**config.mk**
```make
export PLATFORM = sky130hd
export DESIGN_NAME = csk_addsub
export DESIGN_NICKNAME = d
export VERILOG_FILES = /design/src/rtl/csk_pkg.sv /design/src/rtl/csk_operand_cond.sv /design/src/rtl/csk_skip_mux.sv /design/src/rtl/csk_ripple_group.sv /design/src/rtl/csk_addsub.sv
export SDC_FILE = /design/constraint.sdc
export NUM_CORES = 1
export LEC_CHECK = 0
export ABC_AREA = 1
export CORE_AREA = 8 8 52 54
export DETAILED_ROUTE_END_ITERATION = 10
export DIE_AREA = 0 0 60 62
export DONT_BUFFER_PORTS = 1
export PLACE_DENSITY_LB_ADDON = 0.2
export SYNTH_ARGS = -nofsm -noshare
export SYNTH_HDL_FRONTEND = slang
export SYNTH_HIERARCHICAL = 1
export SYNTH_SLANG_ARGS = --single-unit
```
**constraint.sdc**
```tcl
create_clock -name vclk -period 8
set_input_delay 0.8 -clock vclk [all_inputs]
set_output_delay 0.8 -clock vclk [all_outputs]
set_load 0.02 [all_outputs]
```
**src/rtl/csk_pkg.sv**
```systemverilog
package csk_pkg;

    typedef enum logic {
        OP_ADD = 1'b0,
        OP_SUB = 1'b1
    } csk_op_e;

endpackage

```
**src/rtl/csk_operand_cond.sv**
```systemverilog
module csk_operand_cond #(
    parameter int N = 16
) (
    input  logic [N-1:0]      opb_i,
    input  csk_pkg::csk_op_e  mode_i,
    output logic [N-1:0]      opb_eff_o,
    output logic              cin_o
);
    import csk_pkg::*;

    always_comb begin
        unique case (mode_i)
            OP_ADD: begin
                opb_eff_o = opb_i;
                cin_o     = 1'b0;
            end
            OP_SUB: begin
                opb_eff_o = ~opb_i;
                cin_o     = 1'b1;
            end
            default: begin
                opb_eff_o = opb_i;
                cin_o     = 1'b0;
            end
        endcase
    end

endmodule

```
**src/rtl/csk_skip_mux.sv**
```systemverilog
module csk_skip_mux (
    input  logic sel_skip_i,
    input  logic skip_i,
    input  logic ripple_i,
    output logic y_o
);

    assign y_o = sel_skip_i ? skip_i : ripple_i;

endmodule

```
**src/rtl/csk_ripple_group.sv**
```systemverilog
module csk_ripple_group #(
    parameter int M = 4
) (
    input  logic [M-1:0] a_i,
    input  logic [M-1:0] b_i,
    input  logic         cin_i,
    output logic [M-1:0] sum_o,
    output logic         cout_o,
    output logic         prop_o
);

    logic [M:0]   chain;
    logic [M-1:0] pbit;
    logic [M-1:0] gbit;

    assign chain[0] = cin_i;

    for (genvar k = 0; k < M; k++) begin : g_bit
        assign pbit[k]    = a_i[k] ^ b_i[k];
        assign gbit[k]    = a_i[k] & b_i[k];
        assign sum_o[k]   = pbit[k] ^ chain[k];
        assign chain[k+1] = gbit[k] | (pbit[k] & chain[k]);
    end

    assign prop_o = &pbit;

    csk_skip_mux u_skip (
        .sel_skip_i (prop_o),
        .skip_i     (cin_i),
        .ripple_i   (chain[M]),
        .y_o        (cout_o)
    );

    // bypass must agree with the ripple chain it replaces
    always_comb begin
        a_r5_skip_equals_ripple: assert (cout_o == chain[M]);
        if (prop_o) begin
            a_r5_propagate_forwards_cin: assert (cout_o == cin_i);
        end
    end

endmodule

```
**src/rtl/csk_addsub.sv**
```systemverilog
module csk_addsub #(
    parameter int N = 16,
    parameter int M = 4
) (
    input  logic [N-1:0] opa_i,
    input  logic [N-1:0] opb_i,
    input  logic         mode_sub_i,
    output logic [N-1:0] res_o,
    output logic         flag_o
);
    import csk_pkg::*;

    localparam int P = N / M;

    // illegal split is rejected while elaborating
    if (N % M != 0) begin : g_bad_split
        $error("csk_addsub: N must be a multiple of M");
    end

    csk_op_e      mode;
    logic [N-1:0] opb_eff;
    logic [P:0]   gcar;

    assign mode = csk_op_e'(mode_sub_i);

    csk_operand_cond #(.N(N)) u_cond (
        .opb_i     (opb_i),
        .mode_i    (mode),
        .opb_eff_o (opb_eff),
        .cin_o     (gcar[0])
    );

    for (genvar g = 0; g < P; g++) begin : g_grp
        logic gprop;
        csk_ripple_group #(.M(M)) u_grp (
            .a_i    (opa_i[g*M +: M]),
            .b_i    (opb_eff[g*M +: M]),
            .cin_i  (gcar[g]),
            .sum_o  (res_o[g*M +: M]),
            .cout_o (gcar[g+1]),
            .prop_o (gprop)
        );
    end

    assign flag_o = gcar[P];

    // Arithmetic cross-check against the language operators
    logic [N:0]   chk_sum;
    logic [N-1:0] chk_dif;
    assign chk_sum = {1'b0, opa_i} + {1'b0, opb_i};
    assign chk_dif = opa_i - opb_i;

    always_comb begin
        if (mode == OP_ADD) begin
            a_r1_add_result: assert (res_o == chk_sum[N-1:0]);
            a_r3_add_carry:  assert (flag_o == chk_sum[N]);
        end else begin
            a_r2_sub_result: assert (res_o == chk_dif);
            a_r4_no_borrow:  assert (flag_o == (opa_i >= opb_i));
        end
    end

endmodule

```
==> impl_results.md, run 1 <==
* DP HPWL at around 1.9 mm
* Starting Density at 0.566
* Via/cell ratio at 4.31
* Final Util at 0.572
* Routability cong. at around 0.75
* Vias in the first global route at ~890
* Max-slew violations at 0
* CP delay by family, top: adder cells
* Final setup fails at 0
* Crit start category: input pin
* I/O Pins at 50
* GRT Overall Usage at 0.117
* Hold-fix buffers, CTS at 0
* Register area share after synthesis at 0
* Final Non-Filler Cells at between 150 and 200
* Area growth, synth to finish at 1.16%
* WP data arrival at between 6 and 7 ns
* VDD IR max at approximately 0.00006 V
* Seq cells at 0
* Setup Crit Path Kind: input pin to output pin
* Avg Inst Size Synth at about 6.4 sq um
* Status: completed
* Final Critical Period at around 7.6 ns
* Post-Route Setup TNS at 0 ns
* Chip width at ~60 microns
* Max FO, Critical Path at 19
* Antenna cells at 0
* Layout clock buffer count at 0
* # Max-Cap Violations at 0
* TritonRoute pass-1 iters at 4
* Cells after Synth at 169
* First-pass GRT wire length at between 3 and 4 mm
* Cell Pwr Density at 90.1 nW/um^2
* Routed len/inst at 10.7 microns
* Routed wire length at roughly 2 mm
* Filler Cells Inserted at 194
* Footprint of the multi-input gates at approximately 800 sq um
* Total grt overflow at 0
* Layout cells sized above 1 at 0.0848
* Post-synth top cells: nand2_1 (65), inv_1 (60), fa_1 (16), ha_1 (16), nor2_1 (4)
* RSZ-0062 raised after global routing: no
* Achievable frequency at about 0.13 GHz
* Slowest-stage cell, CP: fa_1
* CP peak stage delay at just under 0.4 ns
* Die Span Y at just over 60 microns
* Storage cell area at 0 sq um
* Initial antenna violation count at 0
* Leakage Power at about 0.00074 uW
* Post-CTS Resized at 0
* Critical Path Most Common Cell: inv_1
* Worst slew pin tran at 0.230 ns
* Via count at 827
* # rows at 16
* Cell taking the most area after synthesis: fa_1
* Post-route ant nets at 0
* Die ar. at between 3000 and 4000 sq um
* Slew margin rel. at 0.846
* Nets at between 200 and 250
* Core area at around 1900 sq um
* Crit end category: output pin
* Fin crit share at 0.946
* Critical path buffers and inverters at 17
* DR DRC count at 0
* Top cells by area, synth: fa_1 (30%), nand2_1 (23%), inv_1 (21%), ha_1 (19%), nand2_2 (1.7%)
* Synth Net Count at around 230
* Synth cell types at 10
* Worst hold path type: input pin to output pin
* Synth Warn # at 6
* Synthesized area at 1080 sq um
* Post-CTS setup buffers at 0
* Final hold vios at 0
* Synth top area share at 0.298
* Critical Path RT at approximately 7 ns
* Placed cell count at 192
* Port Buffers at 0
* 1st-iter DRT viols at 16
* Largest net degree at the start of global routing at 20
* Top-count cell post-synth: nand2_1
## routing by layer
| layer | routed length (microns) | up-vias | global-route usage |
|---|---|---|---|
| li1 | - | 435 | - |
| met1 | 710 | 360 | 0.130 |
| met2 | 1010 | 32 | 0.223 |
| met3 | 321 | 0 | 0.0412 |
| met4 | 0 | 0 | 0 |
| met5 | 0 | - | 0 |
## placed cells by master (no fill, tap or decap)
| cell | netlist | routed |
|---|---|---|
| ha_1 | 16 | 16 |
| fa_2 | 0 | 5 |
| nand2_1 | 65 | 62 |
| nand2_2 | 3 | 6 |
| inv_1 | 60 | 58 |
| nor2_1 | 4 | 4 |
| inv_2 | 0 | 2 |
| inv_8 | 1 | 1 |
| fa_1 | 16 | 11 |
## area by class of cell
cell class / count / share of cell area
multi-input cells: 104 / 0.752
well taps: 27 / 0.0310
inverters: 61 / 0.217
## final timing paths
| path | startpoint | end | cells past startpoint | slack [ns] |
|---|---|---|---|---|
| setup / recovery | mode_sub_i | flag_o | 43 | 0.43 |
| hold / removal | opa_i[5] | res_o[5] | 1 | 1.86 |
## through the flow
step           power [uW]  area (sq um)  hold WS, ns  setup WS, ns
6_report             98.1          1090         1.86         0.432
5_1_grt               112          1090         1.86       0.00370
4_1_cts              97.9          1070         1.87         0.278
3_5_place_dp         97.3          1070         1.87         0.306
3_3_place_gp         95.1          1070         1.87         0.378
2_1_floorplan        87.1          1080         1.86         0.593
## cell families after synthesis
kind of cell             Yosys count  share of synthesized area
adder cells (fa/ha/maj)           32                      0.484
buffers and inverters             65                      0.258
AND/OR/NAND/NOR                   72                      0.258
## power breakdown
part	leakage [uW]	total, uW	switching (uW)	internal (uW)
logic	0.000738	98.1	66.2	31.9
registers	0	0	0	0
clock network	0	0	0	0
(Power assumes the default switching activity.)
==> inputs of run 2 (changes only) <==
BUFFER_PORTS_ARGS = -buffer_cell sky130_fd_sc_hd__buf_2   (was not set)
CORE_AREA = 8 8 56 58   (was 8 8 52 54)
DIE_AREA = 0 0 64 66   (was 0 0 60 62)
DONT_BUFFER_PORTS = not set   (was 1)
SKIP_LAST_GASP = 1   (was not set)
==> run 2 against run 1 <==
Core utilization up 3.4 points. Global-route usage down 0.067 points. Worst setup slack worse by 0.16 ns. Total power up 33%. Die area up 14%. Hold slack better by 0.18 ns. Critical path depth unchanged. Critical endpoint is now res_o[15]. Highest routed layer unchanged.
==> impl_results.md, run 2 (synthesized netlist as in run 1, its figures left out) <==
* Status: completed
* Post-CTS setup buffers at 0 (unchanged)
* 1st-iter DRT viols at 42 (+26)
* Largest net degree at the start of global routing at 16 (-20%)
* Slowest-stage cell, CP: fa_2
* VDD IR max at 0.0000586 V (-2.4%)
* Final Util at 0.606 (+0.0339)
* Routability cong. at 0.803 (+7.6%)
* Layout clock buffer count at 0 (unchanged)
* Dpl cell area at 1350 sq um (+26%)
* Hold_ws at 2.03 ns (+0.177 ns)
* Nets at 285 (+23%)
* CP delay by family, top: adder cells
* # Max-Cap Violations at 0 (unchanged)
* Worst slew pin tran at 0.174 ns (-0.0558 ns)
* Starting Density at 0.464 (-0.102)
* Final Power at 131 uW (+33%)
* Initial antenna violation count at 0 (unchanged)
* Leakage Power at 0.000942 uW (+28%)
* Cell Pwr Density at 93.1 nW/um^2 (+3.3%)
* Filler Cells Inserted at 246 (+27%)
* Via/cell ratio at 4.16 (-3.5%)
* Finished Cell Area at 1410 sq um (+29%)
* RSZ-0062 raised after global routing: yes
* Core area at 2320 sq um (+22%)
* Uppermost routed layer: met3
* First-pass GRT wire length at 4.31 mm (+22%)
* Achievable frequency at 0.129 GHz (-2.1%)
* Most common cell after layout, fill and taps aside: nand2_1
* Routed len/inst at 10.0 microns (-5.8%)
* Critical Path RT at 7.20 ns (about the same)
* Chip width at 64 microns (+6.7%)
* Max FO, Critical Path at 4 (-15)
* Storage cell area at 0 sq um (unchanged)
* Die Span Y at 66 microns (+6.5%)
* Via count at 1031 (+25%)
* Routed wire length at 2.49 mm (+22%)
* Port Buffers at 50 (+50)
* Critical Path Most Common Cell: fa_2
* Crit end category: output pin
* Slew margin rel. at 0.884 (+0.0374)
* Total grt overflow at 0 (unchanged)
* DP HPWL at 2.19 mm (+17%)
* Max-slew violations at 0 (unchanged)
* Post-route ant nets at 0 (unchanged)
* Final hold vios at 0 (unchanged)
* Critical path buffers and inverters at 19 (+2)
* WP data arrival at 6.93 ns (+0.16 ns)
* Setup Crit Path Kind: input pin to output pin
* Worst hold path type: input pin to output pin
* TritonRoute pass-1 iters at 4 (unchanged)
* Post-Route Setup TNS at 0 ns (unchanged)
* Commonest non-fill, non-tap cells in the layout: nand2_1 (62), inv_1 (51), buf_2 (47)
* Vias in the first global route at 1108 (+25%)
* Area growth, synth to finish at 30.7%
* GRT Overall Usage at 0.117 (-0.000672)
* CP peak stage delay at 0.40 ns (about the same)
* Metal2 WL at 1.41 mm (+39%)
* M1 WL at 926 microns (+30%)
* # rows at 18 (+2)
* Layout cells sized above 1 at 0.381 (+0.296)
* Antenna cells at 0 (unchanged)
* Die ar. at 4220 sq um (+14%)
* Final setup fails at 0 (unchanged)
* Routed wl met3 at 149 microns (-54%)
* Seq cells at 0 (unchanged)
* I/O Pins at 50 (unchanged)
* DR DRC count at 0 (unchanged)
* Fin crit share at 0.966 (+0.0201)
* Crit start category: input pin
* Final Critical Period at 7.73 ns (+0.161 ns)
[run 2: changes by cell type in the layout (fill, tap and decap cells not counted)]
cell   previous run  this run
buf_2             0        47
fa_1             11         2
fa_2              5        14
inv_1            58        51
inv_2             2         9
buf_4             0         3
buf_6             0         3
[run 2: path summary, 6_finish.rpt]
path	from	endpoint	slack, ns	cells after the start
hold / removal	opa_i[2]	res_o[2]	2.03	3
setup / recovery	mode_sub_i	res_o[15]	0.27	43
[run 2: layout make-up]
type | instances | area, sq um | share of cell area
multi-input combinational | 104 | 841 | 0.598
inverter | 61 | 236 | 0.168
tap | 30 | 37.5 | 0.0267
timing repair buffer | 53 | 292 | 0.207
[run 2: power by group]
part	switching (uW)	total, uW	leakage (uW)	internal, uW
registers	0	0	0	0
logic	81.3	131	0.000942	49.7
clock network	0	0	0	0
total	81.3	131	0.000942	49.7
[run 2: timing repair]
| action | 4_1_cts | 5_1_grt |
|---|---|---|
| resized for setup | 0 | 33 |
| hold buffers | 0 | 0 |
| setup endpoints to repair | 0 | 3 |
[run 2: per-stage QoR]
step | cells | setup WS, ns
after floorplan | 169 | 0.593
after detailed placement | 248 | 0.0633
after global routing | 248 | -0.112
final | 248 | 0.271
after global placement | 248 | 0.257
after CTS | 248 | 0.0504
[run 2: per-layer routing]
layer / vias to the layer above / GRT usage
met2: 26 / 0.243
met1: 463 / 0.122
li1: 542 / -
met3: 0 / 0.0237
met5: - / 0
met4: 0 / 0
